File: src/rtl/dram_dec_pkg.sv
package dram_dec_pkg;
  typedef enum logic [2:0] {
    KIND_NONE     = 3'd0,
    KIND_READ     = 3'd1,
    KIND_EARLY_WR = 3'd2,
    KIND_LATE_WR  = 3'd3,
    KIND_RMW      = 3'd4,
    KIND_RAS_ONLY = 3'd5,
    KIND_CBR      = 3'd6,
    KIND_HIDDEN   = 3'd7
  } cyc_kind_e;

  localparam int NSTB    = 4;
  localparam int STB_RAS = 0;
  localparam int STB_CAS = 1;
  localparam int STB_WE  = 2;
  localparam int STB_OE  = 3;
endpackage

File: src/rtl/dram_pin_sampler.sv
module dram_pin_sampler import dram_dec_pkg::*; #(
  parameter int ADDR_W = 11,
  parameter int DQ_W   = 4
) (
  input  logic              clk,
  input  logic              rst_n,
  input  logic [NSTB-1:0]   strb_n,
  input  logic [ADDR_W-1:0] addr,
  input  logic [DQ_W-1:0]   dq_in,
  output logic [NSTB-1:0]   lvl,
  output logic [NSTB-1:0]   fall,
  output logic [NSTB-1:0]   rise,
  output logic [ADDR_W-1:0] addr_q,
  output logic [DQ_W-1:0]   dq_q
);
  logic [NSTB-1:0] s_q, s_qq;

  always_ff @(posedge clk) begin
    if (!rst_n) begin
      s_q    <= '1;
      s_qq   <= '1;
      addr_q <= '0;
      dq_q   <= '0;
    end else begin
      s_q    <= strb_n;
      s_qq   <= s_q;
      addr_q <= addr;
      dq_q   <= dq_in;
    end
  end

  assign lvl = s_q;

  for (genvar i = 0; i < NSTB; i++) begin : g_edge
    assign fall[i] = s_qq[i] & ~s_q[i];
    assign rise[i] = ~s_qq[i] & s_q[i];
  end
endmodule

File: src/rtl/dram_refresh_ctr.sv
module dram_refresh_ctr #(
  parameter int W = 11
) (
  input  logic         clk,
  input  logic         rst_n,
  input  logic         inc,
  output logic [W-1:0] value
);
  always_ff @(posedge clk) begin
    if (!rst_n) value <= '0;
    else if (inc) value <= value + W'(1);
  end

  assert_ctr_step_R8: assert property (@(posedge clk) disable iff (!rst_n)
    inc |=> (value == $past(value) + W'(1)));

  assert_ctr_hold_R8: assert property (@(posedge clk) disable iff (!rst_n)
    !inc |=> $stable(value));
endmodule

File: src/rtl/dram_cell_array.sv
module dram_cell_array #(
  parameter int AW = 6,
  parameter int DW = 4
) (
  input  logic          clk,
  input  logic          we,
  input  logic [AW-1:0] idx,
  input  logic [DW-1:0] wdata,
  output logic [DW-1:0] rdata
);
  localparam int DEPTH = 1 << AW;
  logic [DW-1:0] cells [DEPTH];

  always_ff @(posedge clk) begin
    if (we) cells[idx] <= wdata;
  end

  assign rdata = cells[idx];
endmodule

File: src/rtl/dram_pin_decoder.sv
module dram_pin_decoder import dram_dec_pkg::*; #(
  parameter int ADDR_W   = 11,
  parameter int DQ_W     = 4,
  parameter int ROW_KEEP = 3,
  parameter int COL_KEEP = 3,
  parameter int REF_W    = 11
) (
  input  logic              clk,
  input  logic              rst_n,
  input  logic              ras_n,
  input  logic              cas_n,
  input  logic              we_n,
  input  logic              oe_n,
  input  logic [ADDR_W-1:0] addr,
  input  logic [DQ_W-1:0]   dq_in,
  output logic [DQ_W-1:0]   dq_out,
  output logic              dq_oe,
  output logic              kind_stb,
  output logic [2:0]        kind_out,
  output logic [ADDR_W-1:0] act_row
);
  localparam int CELL_AW = ROW_KEEP + COL_KEEP;

  logic [NSTB-1:0]   lvl, fall, rise;
  logic [ADDR_W-1:0] addr_q;
  logic [DQ_W-1:0]   dq_q;

  dram_pin_sampler #(.ADDR_W(ADDR_W), .DQ_W(DQ_W)) u_sampler (
    .clk    (clk),
    .rst_n  (rst_n),
    .strb_n ({oe_n, we_n, cas_n, ras_n}),
    .addr   (addr),
    .dq_in  (dq_in),
    .lvl    (lvl),
    .fall   (fall),
    .rise   (rise),
    .addr_q (addr_q),
    .dq_q   (dq_q)
  );

  logic unused_edges;
  assign unused_edges = ^{rise[STB_WE], rise[STB_OE], fall[STB_OE]};

  // period state
  logic              ras_open;   // a row strobe low period is in progress
  logic              refr;       // that period is a counter-driven refresh
  logic              hid;        // refresh started with read data held
  logic [ADDR_W-1:0] row_q;
  logic [COL_KEEP-1:0] col_q;
  cyc_kind_e         acc_kind;   // kind of the latest column access
  logic              acc_open;   // column strobe low inside a normal period
  logic              oe_seen;    // output enable was low during the read
  logic [DQ_W-1:0]   dout_q;
  logic              dvalid;
  logic              kind_stb_q;
  logic [2:0]        kind_q;
  logic [ADDR_W-1:0] act_row_q;

  // refresh counter
  logic [REF_W-1:0] ref_val;
  logic             ctr_inc;

  assign ctr_inc = rise[STB_RAS] && ras_open && refr;

  dram_refresh_ctr #(.W(REF_W)) u_refresh (
    .clk   (clk),
    .rst_n (rst_n),
    .inc   (ctr_inc),
    .value (ref_val)
  );

  // cell access decode
  logic                access_hit, early_hit, late_hit, cell_we;
  logic [COL_KEEP-1:0] col_sel;
  logic [CELL_AW-1:0]  cell_idx;
  logic [DQ_W-1:0]     cell_rdata;

  always_comb begin
    access_hit = fall[STB_CAS] && ras_open && !refr && !fall[STB_RAS];
    early_hit  = access_hit && !lvl[STB_WE];
    late_hit   = fall[STB_WE] && acc_open && (acc_kind == KIND_READ) && !fall[STB_CAS];
    cell_we    = early_hit || late_hit;
    col_sel    = fall[STB_CAS] ? addr_q[COL_KEEP-1:0] : col_q;
    cell_idx   = {row_q[ROW_KEEP-1:0], col_sel};
  end

  dram_cell_array #(.AW(CELL_AW), .DW(DQ_W)) u_cells (
    .clk   (clk),
    .we    (cell_we),
    .idx   (cell_idx),
    .wdata (dq_q),
    .rdata (cell_rdata)
  );

  always_ff @(posedge clk) begin
    if (!rst_n) begin
      ras_open   <= 1'b0;
      refr       <= 1'b0;
      hid        <= 1'b0;
      row_q      <= '0;
      col_q      <= '0;
      acc_kind   <= KIND_NONE;
      acc_open   <= 1'b0;
      oe_seen    <= 1'b0;
      dout_q     <= '0;
      dvalid     <= 1'b0;
      kind_stb_q <= 1'b0;
      kind_q     <= 3'd0;
      act_row_q  <= '0;
    end else begin
      kind_stb_q <= 1'b0;

      // row strobe: open or close a period
      if (fall[STB_RAS]) begin
        ras_open <= 1'b1;
        acc_kind <= KIND_NONE;
        acc_open <= 1'b0;
        if (!lvl[STB_CAS]) begin
          refr  <= 1'b1;
          hid   <= dvalid;
          row_q <= ADDR_W'(ref_val);
        end else begin
          refr  <= 1'b0;
          hid   <= 1'b0;
          row_q <= addr_q;
        end
      end else if (rise[STB_RAS] && ras_open) begin
        ras_open   <= 1'b0;
        acc_open   <= 1'b0;
        refr       <= 1'b0;
        kind_stb_q <= 1'b1;
        act_row_q  <= row_q;
        if (refr)                       kind_q <= hid ? KIND_HIDDEN : KIND_CBR;
        else if (acc_kind == KIND_NONE) kind_q <= KIND_RAS_ONLY;
        else                            kind_q <= acc_kind;
      end

      // output enable history of an open read
      if (acc_open && (acc_kind == KIND_READ) && !lvl[STB_OE]) oe_seen <= 1'b1;

      // column access
      if (access_hit) begin
        col_q    <= addr_q[COL_KEEP-1:0];
        acc_open <= 1'b1;
        if (!lvl[STB_WE]) begin
          acc_kind <= KIND_EARLY_WR;
          dvalid   <= 1'b0;
        end else begin
          acc_kind <= KIND_READ;
          dout_q   <= cell_rdata;
          dvalid   <= 1'b1;
          oe_seen  <= !lvl[STB_OE];
        end
      end

      // write enable after the column strobe
      if (late_hit) begin
        acc_kind <= oe_seen ? KIND_RMW : KIND_LATE_WR;
        dvalid   <= 1'b0;
      end

      // column strobe precharge ends the access; data is held
      if (rise[STB_CAS] && !rise[STB_RAS]) acc_open <= 1'b0;

      // both strobes high: outputs released
      if (lvl[STB_RAS] && lvl[STB_CAS]) dvalid <= 1'b0;
    end
  end

  assign dq_out   = dout_q;
  assign dq_oe    = dvalid && !lvl[STB_OE] && lvl[STB_WE];
  assign kind_stb = kind_stb_q;
  assign kind_out = kind_q;
  assign act_row  = act_row_q;

  assert_early_quiet_R2: assert property (@(posedge clk) disable iff (!rst_n)
    (acc_open && acc_kind == KIND_EARLY_WR) |-> !dq_oe);

  assert_idle_release_R7: assert property (@(posedge clk) disable iff (!rst_n)
    (lvl[STB_RAS] && lvl[STB_CAS]) |=> !dq_oe);

  assert_refresh_no_write_R8: assert property (@(posedge clk) disable iff (!rst_n)
    (ras_open && refr) |-> !cell_we);

  assert_hidden_hold_R9: assert property (@(posedge clk) disable iff (!rst_n)
    (ras_open && refr && hid) |=> $stable(dout_q));

  assert_report_kind_R11: assert property (@(posedge clk) disable iff (!rst_n)
    kind_stb |-> (kind_out != 3'd0));
endmodule

File: config.mk
export PLATFORM = sky130hd
export DESIGN_NAME = dram_pin_decoder
export DESIGN_NICKNAME = d
export VERILOG_FILES = /design/src/rtl/dram_dec_pkg.sv /design/src/rtl/dram_pin_sampler.sv /design/src/rtl/dram_refresh_ctr.sv /design/src/rtl/dram_cell_array.sv /design/src/rtl/dram_pin_decoder.sv
export SDC_FILE = /design/constraint.sdc
export NUM_CORES = 1
export LEC_CHECK = 0
export ABC_AREA = 1
export BUFFER_PORTS_ARGS = -buffer_cell sky130_fd_sc_hd__buf_2
export CORE_UTILIZATION = 60
export CTS_CLUSTER_SIZE = 30
export DETAILED_ROUTE_END_ITERATION = 6
export GPL_TIMING_DRIVEN = 1
export PLACE_DENSITY = 0.84
export SYNTH_ARGS = -nofsm -noshare
export SYNTH_HDL_FRONTEND = slang
export SYNTH_HIERARCHICAL = 1
export SYNTH_SLANG_ARGS = --single-unit
export TNS_END_PERCENT = 1
File: constraint.sdc
create_clock -name clk -period 2.7 [get_ports clk]
set_clock_uncertainty 0.1 [all_clocks]
set_input_delay 0.54 -clock clk [delete_from_list [all_inputs] [get_ports clk]]
set_output_delay 0.54 -clock clk [all_outputs]
set_load 0.01 [all_outputs]
=== Word level (Yosys, flattened, before mapping) ===
Memories as Yosys holds them, arrays and structs flattened. A register that Yosys moved wholly into a read port is not among the register bits.
Index checks and enable logic that the tools add are counted.

* Eq/ne operators: 1
* Mux-type cells: 24
* $add $sub $neg: 1
* Reductions and logical operators: 32
* Bitwise logic cells: 12

{| class="wikitable"
|+ Operator list
! kind !! count
|-
| $mux W3 || 7
|-
| $logic_and A1 B1 Y1 || 15
|-
| $mux W1 || 15
|-
| $add A11 B1 Y11 const B || 1
|-
| $mux W11 || 1
|-
| $logic_not A1 Y1 || 7
|-
| $not A1 Y1 || 7
|-
| $reduce_bool A3 Y1 || 2
|-
| $and A1 B1 Y1 || 5
|-
| $reduce_and A2 Y1 || 2
|-
| $reduce_or A2 Y1 || 2
|-
| $eq A3 B1 Y1 const B || 1
|-
| $logic_not A3 Y1 || 1
|-
| $reduce_or A3 Y1 || 1
|-
| $mux W2 || 1
|-
| $reduce_bool A2 Y1 || 1
|-
| $logic_or A1 B1 Y1 || 1
|}

* Logic and storage cells: 88
* Bits in writable memories: 256
* Input port bits: 21
* Bits in registers: 71
* Output and inout port bits: 20
* Memories kept: 1

{| class="wikitable"
|+ Memory list
! name !! depth !! width !! rd ports !! clocked after Yosys merged registers in !! wr ports !! RTL line !! RTL
|-
| u_cells.cells || 64 || 4 || 1 || 1 || 1 || dram_cell_array.sv:12 || <nowiki>logic [DW-1:0] cells [DEPTH];</nowiki>
|}

=== Longest topological paths before layout ===
* Depth after elaboration: 9
* Depth in mapped cells: 20
* Depth with buffers taken out: 17

=== Cells and area by module ===
Netlist, hierarchy kept.

{| class="wikitable"
|+ Modules (own cells, without submodules)
! module !! area an instance (um2) !! cells an instance !! seq. area each (um2) !! instances
|-
| dram_cell_array || 11113.2 || 1120 || 7687.4 || 1
|-
| dram_pin_decoder || 1788.0 || 242 || 840.8 || 1
|-
| dram_pin_sampler || 705.7 || 83 || 460.4 || 1
|-
| dram_refresh_ctr || 524.3 || 77 || 220.2 || 1
|}

=== Worst setup path before layout ===
No wires, ideal clock.

* Kind: register to register
* Start point: register u_sampler.s_q[1], in the netlist u_sampler/lvl[1]
* End point: memory u_cells.cells[41][0], enable pin
* Setup slack: 0.338 ns
* Data required time: 2.223 ns
* Buffers on the path: 1
* Arrival: 1.886 ns
* Period minus slack after synthesis: 2.362 ns
* Setup time: 0.377 ns
* Stages on the path, launching flop included: 9
* Path through: dfxtp_1 nor2_1 nand2_2 nor2_4 nand3b_1 nand2_1 clkbuf_1 inv_1 nor4_1

* Word-level cells in the longest chain between the ends: 9
* Elaborated cells on any way between the ends: 12
* Those cells by class: mux: 3; bitwise: 2; reduce/logical: 7

{| class="wikitable"
|+ Ends and longest elaborated chain
! item !! RTL line !! RTL
|-
| from (decl) || dram_pin_sampler.sv:16 || <nowiki>logic [NSTB-1:0] s_q, s_qq;</nowiki>
|-
| from (signal assigned) || dram_pin_sampler.sv:25 || <nowiki>s_q <= strb_n;</nowiki>
|-
| $not A1 Y1 * || dram_pin_sampler.sv:35 || <nowiki>assign fall[i] = s_qq[i] & ~s_q[i];</nowiki>
|-
| $and A1 B1 Y1 * || dram_pin_sampler.sv:35 ||
|-
| net fall[1] || dram_pin_decoder.sv:24 || <nowiki>logic [NSTB-1:0] lvl, fall, rise;</nowiki>
|-
| $logic_and A1 B1 Y1 (3 in a row) || dram_pin_decoder.sv:79 || <nowiki>access_hit = fall[STB_CAS] && ras_open && !refr && !fall[STB_RAS];</nowiki>
|-
| $logic_and A1 B1 Y1 || dram_pin_decoder.sv:80 || <nowiki>early_hit = access_hit && !lvl[STB_WE];</nowiki>
|-
| $logic_or A1 B1 Y1 * || dram_pin_decoder.sv:82 || <nowiki>cell_we = early_hit || late_hit;</nowiki>
|-
| net cell_we || dram_pin_decoder.sv:73 || <nowiki>logic access_hit, early_hit, late_hit, cell_we;</nowiki>
|-
| $mux W1 * || dram_cell_array.sv:15 || <nowiki>if (we) cells[idx] <= wdata;</nowiki>
|-
| $mux W1 (not written as such) * || dram_cell_array.sv:15 ||
|-
| to (decl) || dram_cell_array.sv:12 ||
|}

Mark *: on every way through the listed nets, which the timed path passes. The rest lies on a longest branch.

=== Worst setup path in the final report ===
* Start point: register u_sampler.s_qq[1]
* End point: memory u_cells.cells[28][0], enable pin

* Elaborated cells on any way between the ends: 11
* Those cells by class: mux: 3; bitwise: 1; reduce/logical: 7

{| class="wikitable"
|+ RTL lines
! item !! RTL line !! RTL
|-
| from (decl) || dram_pin_sampler.sv:16 ||
|-
| from (signal assigned) || dram_pin_sampler.sv:26 || <nowiki>s_qq <= s_q;</nowiki>
|-
| $and A1 B1 Y1 || dram_pin_sampler.sv:35 ||
|-
| net fall[1] || dram_pin_decoder.sv:24 ||
|-
| $mux W3 || dram_pin_decoder.sv:83 || <nowiki>col_sel = fall[STB_CAS] ? addr_q[COL_KEEP-1:0] : col_q;</nowiki>
|-
| net col_sel[2] || dram_pin_decoder.sv:74 || <nowiki>logic [COL_KEEP-1:0] col_sel;</nowiki>
|}

The timed path passes the listed nets, and every way through them passes these cells.

==> metrics.cfg <==
[status]
status = finished, violations left
failed_checks = DRC

[power]
seq_power_share_pct = 51.3
p_leak_uw = 0.006847
swShare_pct = 21.46
clkPwrFrac_pct = 43.3
p_sw_uw = 2324
intPower_uw = 8505
ir_drop_v = 0.0008021
powerDensity_nw_per_um2 = 677.6
combPwrFrac_pct = 5.4

[placed_design]
dpl_worst_slack_ns = 0.09659
dp_hpwl_um = 20610
numPortBuffers = 40
routabilityCongestion = 0.8677

[floorplan]
die_area_sq_um = 24100
initial_core_util_pct = 61.66
pin_count = 41
die_w_um = 155.2
die_h_um = 155.2
core_area_sq_um = 22850
row_count = 55

[worst_setup_path]
r2r-start = u_sampler/s_qq[1]
path_class = flip-flop to flip-flop
reg2reg_depth = 10
rr_endpoint = u_cells/cells[28][0]
cp_data_required_time_ns = 2.75
critPathCaptureType = flip-flop
cp_max_fo = 7
r2r_slack_ns = 0.04
cp-start-kind = flip-flop
critPathArrivalTime_ns = 2.70

[yosys]
synth_cells = 1515
syn_nets = 1537
ys_warn_count = 6
synth_area_per_cell_sq_um = 9.299
synth_area_sq_um = 14090

[timing]
setup_tns_ns = 0
tightest_slew_ns = 0.7479
setup_ws_ns = 0.04449
fin_crit_sh_pct = 98.35
whs_ns = 0.09568
hold_viol = 0
fmax_mhz = 376.6
max_slew_margin_pct = 50.14
slew_viol_final = 0
fin_crit_ns = 2.656
setup_viol = 0
rsz0062_at_grt = yes

[global_route]
grt-ovfl-total = 0
antenna_found_initial = 0
grt_max_degree = 64
grt_pass1_wl_um = 52810
grt_pass1_vias = 10380
grt_usage_pct = 28.24

[min_path]
holdPathEnd = u_sampler/lvl[0]
hp-start = ras_n
hold_path.class = primary input to flip-flop
hold_depth = 3

[route]
post-route-drc-count = 3
detail-route-antenna-nets = 0
vias = 10640
dr.first_iter.drc_count = 1478
wl_per_cell_um = 17.25
viasPerCell = 5.557
firstDrtPassIters = 7
finalWirelength_um = 33040

[clock_tree]
cts_made_buffers = 34
cts_sinks = 331
cts_root_buffer = clkbuf_16
clkTransAtPathRegs_ns = 0.06
clk_path_buf_depth = 3
holdBufCountCts = 0
cts_max_level = 2
cts_tree = done
clock_latency_ns = 0.52

[layout]
area_growth_pct = 13.42
ff_latch_area_sq_um = 9194
num-fill-cells = 1651
final_util_pct = 69.94
multi_input_area_sq_um = 4217
nets = 1600
num_antenna_cells = 0
drive_gt1_share_pct = 10.86

[flow_run]
maxCapViolations = 0

[area by class of cell]
| cell class | instances | share of cell area, % |
|---|---|---|
| sequential | 331 | 57.54 |
| multi-input combinational | 1027 | 26.39 |
| clock buffer | 47 | 6.342 |
| timing repair buffer | 93 | 4.393 |
| tap | 313 | 2.451 |
| inverter | 91 | 2.153 |
| clock inverter | 13 | 0.7360 |
[through the flow]
stage	area (sq um)	std cells	power (uW)
2_1_floorplan	14090	1515	6022
4_1_cts	15960	1915	10860
6_report	15980	1915	10830
3_5_place_dp	14830	1855	6227
3_3_place_gp	14830	1855	6212
5_1_grt	15980	1915	11140
[placed cells by master, fill, tap and decap left out, types with 3 or more instances in the layout]
| cell type | instances |
|---|---|
| a21oi_1 | 25 |
| inv_1 | 89 |
| clkbuf_1 | 5 |
| clkinv_1 | 5 |
| or2_1 | 3 |
| o21ai_2 | 5 |
| clkinv_2 | 3 |
| nor3_1 | 4 |
| dfxtp_2 | 4 |
| nand2_1 | 766 |
| nor2_4 | 4 |
| buf_4 | 44 |
| nor2_2 | 6 |
| nor3_2 | 4 |
| o21ai_1 | 7 |
| o21ai_0 | 9 |
| clkbuf_16 | 37 |
| nand2_2 | 3 |
| buf_2 | 40 |
| nand4_1 | 4 |
| nand3_1 | 49 |
| buf_12 | 8 |
| nor2_1 | 109 |
| o211ai_1 | 16 |
| clkbuf_8 | 5 |
| or2_0 | 3 |
| dfxtp_1 | 71 |
| edfxtp_1 | 256 |
[flip-flops by register name (all words and copies together), names as in the netlist, 3 cells and up]
signal,flops
dq_out,4
acc_kind,3
u_sampler/dq_q,4
kind_out,3
row_q,11
u_sampler/s_qq,3
u_sampler/lvl,4
u_refresh/value,11
u_sampler/addr_q,11
act_row,11
col_q,3
u_cells/cells,256
[power groups by stage]
stage | clock network [uW] | registers (uW) | logic [uW]
2_1_floorplan | 0 | 5670 | 353
3_3_place_gp | 0 | 5660 | 549
3_5_place_dp | 0 | 5670 | 562
4_1_cts | 4730 | 5560 | 570
5_1_grt | 4940 | 5560 | 641
6_report | 4690 | 5560 | 580
[routing by layer]
layer	global-route usage, %	up-vias	routed length, um
li1	-	4992	-
met1	37.05	4908	12770
met2	45.05	609	15450
met3	5.794	132	3261
met4	14.15	0	1564
met5	0	-	0
[critical path: stages, from the launching register on]
cell and delay (ns):
dfxtp_1 0.32, inv_1 0.04, nor2_1 0.15, buf_4 0.20, nand2_1 0.08, o21ai_2 0.20, inv_1 0.16, nor2_2 0.27
nand3_1 0.17, buf_4 0.22, nor2_1 0.38
[repair_timing]
item | 4_1_cts | 5_1_grt
setup endpoints to repair | 0 | 69
endpoints found under the hold margin | 0 | 0
setup buffers | 0 | 0
gates resized for setup | 0 | 6
[worst max-delay path by stage]
stage | startpoint | endpoint | slack (ns) | cells after the start
2_1_floorplan | u_sampler/lvl[1] | u_cells/cells[41][0] | 0.34 | 8
3_3_place_gp | u_sampler/s_qq[1] | u_cells/cells[5][0] | 0.18 | 9
3_5_place_dp | u_sampler/s_qq[1] | u_cells/cells[5][0] | 0.1 | 10
4_1_cts | u_sampler/s_qq[1] | u_cells/cells[5][2] | 0.02 | 10
5_1_grt | u_sampler/s_qq[1] | u_cells/cells[5][1] | -0.03 | 10
6_report | u_sampler/s_qq[1] | u_cells/cells[28][0] | 0.04 | 10
(Power assumes the default switching activity.)
